`src/rtl/secpg_pkg.sv`:
```
package secpg_pkg;
    localparam int ADDR_W   = 24;
    localparam int BCNT_W   = 6;
    localparam int NPAGE    = 3;
    localparam int PSEL_LSB = 8;
    localparam int PSEL_W   = 2;

    typedef enum logic [1:0] {
        VD_NONE  = 2'd0,
        VD_START = 2'd1,
        VD_ABORT = 2'd2
    } verdict_e;

    typedef struct packed {
        logic              rel;
        logic [ADDR_W-1:0] addr;
        logic [BCNT_W-1:0] bits;
    } erase_req_t;

    function automatic logic [PSEL_W-1:0] page_field(input logic [ADDR_W-1:0] a);
        return a[PSEL_LSB +: PSEL_W];
    endfunction
endpackage

```
`src/rtl/secpg_lock_bank.sv`:
```
module secpg_lock_bank
    import secpg_pkg::*;
#(
    parameter int N = NPAGE
) (
    input  logic         clk,
    input  logic         rst,
    input  logic         set_en,
    input  logic [N-1:0] set_mask,
    output logic [N-1:0] lock
);
    for (genvar k = 0; k < N; k++) begin : g_bit
        logic lb_q;
        always_ff @(posedge clk) begin
            if (rst)
                lb_q <= 1'b0;
            else if (set_en && set_mask[k])
                lb_q <= 1'b1;
        end
        assign lock[k] = lb_q;
    end
endmodule

```
`src/rtl/secpg_gate.sv`:
```
module secpg_gate
    import secpg_pkg::*;
(
    input  erase_req_t        req,
    input  logic              wel,
    input  logic              busy,
    input  logic [NPAGE-1:0]  lock,
    output verdict_e          verdict,
    output logic [PSEL_W-1:0] page
);
    localparam logic [BCNT_W-1:0] FULL_BITS = BCNT_W'(ADDR_W);

    logic page_locked;

    always_comb begin
        page        = page_field(req.addr);
        page_locked = 1'b0;
        for (int k = 0; k < NPAGE; k++)
            if (page == PSEL_W'(k + 1) && lock[k])
                page_locked = 1'b1;
    end

    always_comb begin
        verdict = VD_NONE;
        if (req.rel && !busy && wel) begin
            if (req.bits != FULL_BITS || page == '0 || page_locked)
                verdict = VD_ABORT;
            else
                verdict = VD_START;
        end
    end
endmodule

```
`src/rtl/secpg_erase_timer.sv`:
```
module secpg_erase_timer
    import secpg_pkg::*;
#(
    parameter int ERASE_CYC = 16
) (
    input  logic              clk,
    input  logic              rst,
    input  logic              start,
    input  logic [PSEL_W-1:0] page_in,
    output logic              busy,
    output logic              done,
    output logic [PSEL_W-1:0] page_q
);
    localparam int CW = $clog2(ERASE_CYC + 1);
    localparam logic [CW-1:0] LAST = CW'(ERASE_CYC - 1);

    logic [CW-1:0] cnt_q;

    always_ff @(posedge clk) begin
        if (rst) begin
            busy   <= 1'b0;
            cnt_q  <= '0;
            page_q <= '0;
        end else if (busy) begin
            if (cnt_q == '0)
                busy <= 1'b0;
            else
                cnt_q <= cnt_q - 1'b1;
        end else if (start) begin
            busy   <= 1'b1;
            cnt_q  <= LAST;
            page_q <= page_in;
        end
    end

    assign done = busy && (cnt_q == '0);
endmodule

```
`src/rtl/secpg_erase_ctrl.sv`:
```
module secpg_erase_ctrl
    import secpg_pkg::*;
#(
    parameter int ERASE_CYC = 16
) (
    input  logic        clk,
    input  logic        rst,
    input  logic        wren_i,
    input  logic        ers_rel_i,
    input  logic [23:0] ers_addr_i,
    input  logic [5:0]  ers_bits_i,
    input  logic        lock_req_i,
    input  logic [2:0]  lock_set_i,
    output logic        busy_o,
    output logic        wel_o,
    output logic [2:0]  lock_o,
    output logic        wipe_stb_o,
    output logic [1:0]  wipe_page_o
);
    erase_req_t        req;
    verdict_e          verdict;
    logic [PSEL_W-1:0] sel_page;
    logic              done;
    logic              wel_q;
    logic              lock_go;
    logic [NPAGE-1:0]  lock_w;

    assign req.rel  = ers_rel_i;
    assign req.addr = ers_addr_i;
    assign req.bits = ers_bits_i;

    secpg_gate u_gate (
        .req     (req),
        .wel     (wel_q),
        .busy    (busy_o),
        .lock    (lock_w),
        .verdict (verdict),
        .page    (sel_page)
    );

    secpg_erase_timer #(.ERASE_CYC(ERASE_CYC)) u_timer (
        .clk     (clk),
        .rst     (rst),
        .start   (verdict == VD_START),
        .page_in (sel_page),
        .busy    (busy_o),
        .done    (done),
        .page_q  (wipe_page_o)
    );

    assign lock_go = lock_req_i && !busy_o && wel_q && !ers_rel_i;

    secpg_lock_bank #(.N(NPAGE)) u_locks (
        .clk      (clk),
        .rst      (rst),
        .set_en   (lock_go),
        .set_mask (lock_set_i),
        .lock     (lock_w)
    );

    always_ff @(posedge clk) begin
        if (rst)
            wel_q <= 1'b0;
        else if (done)
            wel_q <= 1'b0;
        else if (!busy_o) begin
            if (verdict == VD_ABORT)
                wel_q <= 1'b0;
            else if (lock_go)
                wel_q <= 1'b0;
            else if (wren_i && !ers_rel_i && !lock_req_i)
                wel_q <= 1'b1;
        end
    end

    assign wel_o      = wel_q;
    assign lock_o     = lock_w;
    assign wipe_stb_o = done;
endmodule

```
`config.mk`:
```
export PLATFORM = sky130hd
export DESIGN_NAME = secpg_erase_ctrl
export DESIGN_NICKNAME = d
export VERILOG_FILES = /design/src/rtl/secpg_pkg.sv /design/src/rtl/secpg_lock_bank.sv /design/src/rtl/secpg_gate.sv /design/src/rtl/secpg_erase_timer.sv /design/src/rtl/secpg_erase_ctrl.sv
export SDC_FILE = /design/constraint.sdc
export NUM_CORES = 1
export LEC_CHECK = 0
export ABC_AREA = 1
export ABC_CLOCK_PERIOD_IN_PS = 1600
export BUFFER_PORTS_ARGS = -buffer_cell sky130_fd_sc_hd__buf_2
export CAP_MARGIN = 20
export CORE_ASPECT_RATIO = 1.25
export CORE_UTILIZATION = 40
export DETAILED_ROUTE_END_ITERATION = 6
export GPL_TIMING_DRIVEN = 1
export PLACE_DENSITY = 0.77
export SLEW_MARGIN = 25
export SYNTH_ARGS = -nofsm -noshare
export SYNTH_HDL_FRONTEND = slang
export SYNTH_HIERARCHICAL = 1
export SYNTH_SLANG_ARGS = --single-unit
```
`constraint.sdc`:
```
create_clock -name clk -period 1.6 [get_ports clk]
set_input_delay 0.4 -clock clk [delete_from_list [all_inputs] [get_ports clk]]
set_output_delay 0.4 -clock clk [all_outputs]
set_load 0.01 [all_outputs]
```
==> results.yml <==
cts:
  root_buffer: "clkbuf_4"
  clkSinkCount: 12
  ctsHoldBuffers: 0
  clkSlewWorstSetupHoldPaths_ns: 0.08
  clockBufferDepth: 2
  cts_inserted_buffers: 3
  htree_num_levels: 1
  clk_latency_ns: 0.27
  cts_tree: "done"
final_layout:
  drive_above_1_share_pct: 32.4
  finalInstanceArea_um2: 893
  diodes: 0
  syn_to_final_growth_pct: 29.3
  fin_util_pct: 56.5
  layout.nets: 176
route:
  drt_iter0_drc: 34
  detail-route-antenna-nets: 0
  vias_per_cell: 4.58
  num_vias: 706
  drc: 0
  drt_wl_total_um: 1360
  wl_per_cell_um: 8.84
  dr.pass1.iters: 4
worst_setup_path:
  crit_type: "reg -> out"
  crit_family: "flip-flops"
  required_ns: 1.20
  startpoint_type: "register"
  crit_fanout: 2
  cp.arrival_ns: 1.19
  critical_path_buf_inv_count: 4
  rr_worst_depth: 7
  critPathMostFrequentCell: "inv_2"
  slowest_delay_ns: 0.33
  cp.depth: 7
  critPathSlowestCell: "dfxtp_2"
  cp_cell_sequence: "inv_2, ha_4, inv_2, nor2_4, nand3_2, inv_2, buf_6"
  critPathCaptureType: "output port"
sta:
  fin_skew_ns: 0.00388
  rsz0062_at_grt: "yes"
  finalMaxSlewViolations: 0
  post-route-min-period_ns: 1.59
  final-hold-violation-count: 0
  period_share_pct: 99.2
  setup_ws_ns: 0.0135
  finalSetupViolCount: 0
  timing.fmax_ghz: 0.630
  worst_slew_pin_slew_ns: 0.240
  relSlewSlack_pct: 84.0
  hold_slack_ns: 0.341
yosys:
  synthTopCellsByCount: "inv_1, nand2_1, nor2_1"
  synth.distinct_cells: 16
  synth_edf_count: 0
  yosys_warnings: 6
  ys_seq_elements: 12
  netlist.area_leader.share_pct: 34.8
  synth_area_um2: 691
  synth_seq_area_share_pct: 34.8
  synth_fp_nets: 148
  netlist_instances: 109
  synth_top_cell_by_area: "dfxtp_1"
  synthFlopType: "dfxtp_1"
  netlist_top_cells_area: "dfxtp_1, inv_1, nand2_1"
  synth_top_family_by_area: "simple AND/OR/NAND/NOR gates"
  synthSimpleGateAreaFrac_pct: 35.5
  synthAdderAreaFrac_pct: 1.81
  async_flop_share_pct: 0
  synth_area_per_cell_um2: 6.34
  synth-compound-area-share_pct: 8.70
  synthMuxAreaShare_pct: 0
  synth_xor_area_share_pct: 1.27
floorplan:
  die-area_um2: 1900
  fp.dieH_um: 48.5
  fp-row-count: 16
  start_util_pct: 43.7
  num_io_pins: 46
  core_um2: 1580
  die_x_um: 39.2
worst_hold_path:
  min_path_type: "in -> reg"
  holdPathStages: 2
global_routing:
  grtUsageTotal_pct: 17.1
  grt_max_degree: 10
  antenna_found_initial: 0
  grt_pass1_wl_um: 2410
  grt_pass1_vias: 628
  grt-ovfl-total: 0
power_and_ir_drop:
  ir_worst_vdd_mv: 0.469
  powerDensity_nw_per_um2: 668
  leakage_nw: 0.473
run_status:
  status: "completed"
run:
  drv_cap: 0
place:
  dp.final_hpwl_um: 1050
  postPlaceCellArea_um2: 798
  port_buffers: 23
  dp_slack_ns: 0.0601
  gp_congestion: 0.787
[power breakdown]
group	internal, W	switching, W
logic	0.0000242	0.0000260
registers	0.000301	0.00000220
clock network	0.000138	0.000105
[cell usage in the layout, fill, tap and decap left out]
cell type / count
inv_2: 5
inv_1: 18
dfxtp_2: 2
nor3_2: 1
o21ai_0: 3
buf_2: 22
nor2_4: 2
nand3b_1: 2
dfxtp_1: 10
clkbuf_4: 3
ha_4: 1
nand3_2: 1
nand3_1: 7
clkbuf_8: 1
buf_4: 5
or2_1: 1
a21oi_1: 9
xor2_1: 1
nor2_1: 19
nand2_1: 22
buf_6: 1
[repair_timing]
action | in CTS | in global routing
endpoints found under the hold margin | 0 | 0
buffers inserted | 3 | 1
resized for setup | 11 | 0
setup endpoints to repair | 1 | 1
pin swaps | 2 | 1
[final timing paths]
kind                                      start                                  to  slack, ns
max reg2reg             u_timer/busy$_SDFF_PP0_       u_timer/cnt_q[3]$_SDFFE_PP0P_       0.19
min                                         rst  u_locks/g_bit[2].lb_q$_SDFFE_PP0P_       0.34
min reg2reg  u_locks/g_bit[0].lb_q$_SDFFE_PP0P_  u_locks/g_bit[0].lb_q$_SDFFE_PP0P_       0.46
max               u_timer/cnt_q[1]$_SDFFE_PP0P_                          wipe_stb_o       0.01
[cells by family after synthesis]
logic type	Yosys count
DFF	12
and+or+nand+nor	55
xor gates and xnor gates	1
AOI/OAI and AO/OA	12
adders and majority gates	1
buffers and inverters	28
[layer usage]
| layer | global-route usage [%] | up-vias | wire length, µm | share of wire [%] |
|---|---|---|---|---|
| met5 | 0 | - | 0 | 0 |
| li1 | - | 379 | - | - |
| met2 | 28.1 | 21 | 715 | 52 |
| met1 | 21.3 | 306 | 589 | 43 |
| met3 | 4.13 | 0 | 57 | 4.2 |
| met4 | 5.17 | 0 | 0 | 0 |
[flip-flops by register name, indices dropped and copies added, names as in the netlist]
register,flops
u_timer/cnt_q,5
u_locks/g_bit.lb_q,3
u_timer/page_q,2
u_timer/busy,1
wel_o,1
[worst reg2reg max path: stages, from the launching register on]
cell	delay [ns]
dfxtp_2	0.37
nand3b_1	0.19
nor3_2	0.21
inv_1	0.06
nor2_1	0.12
or2_1	0.16
nand3_1	0.11
a21oi_1	0.13
[area by class of cell]
class	instances	area [µm²]
fillers	155	688
multi-input cells	69	347
flip-flops and latches	12	243
repair buffers	28	159
inverters	23	86.3
clock buffers	4	36.3
well taps	18	22.5
[per-stage QoR]
stage / total power, W / TNS (ns) / cells
3_3_place_gp: 0.000358 / 0 / 146
4_1_cts: 0.000606 / -0.0117 / 153
2_1_floorplan: 0.000338 / 0 / 109
6_report: 0.000597 / 0 / 154
5_1_grt: 0.000631 / -0.0496 / 154
3_5_place_dp: 0.000360 / 0 / 146
(Power assumes the default switching activity.)
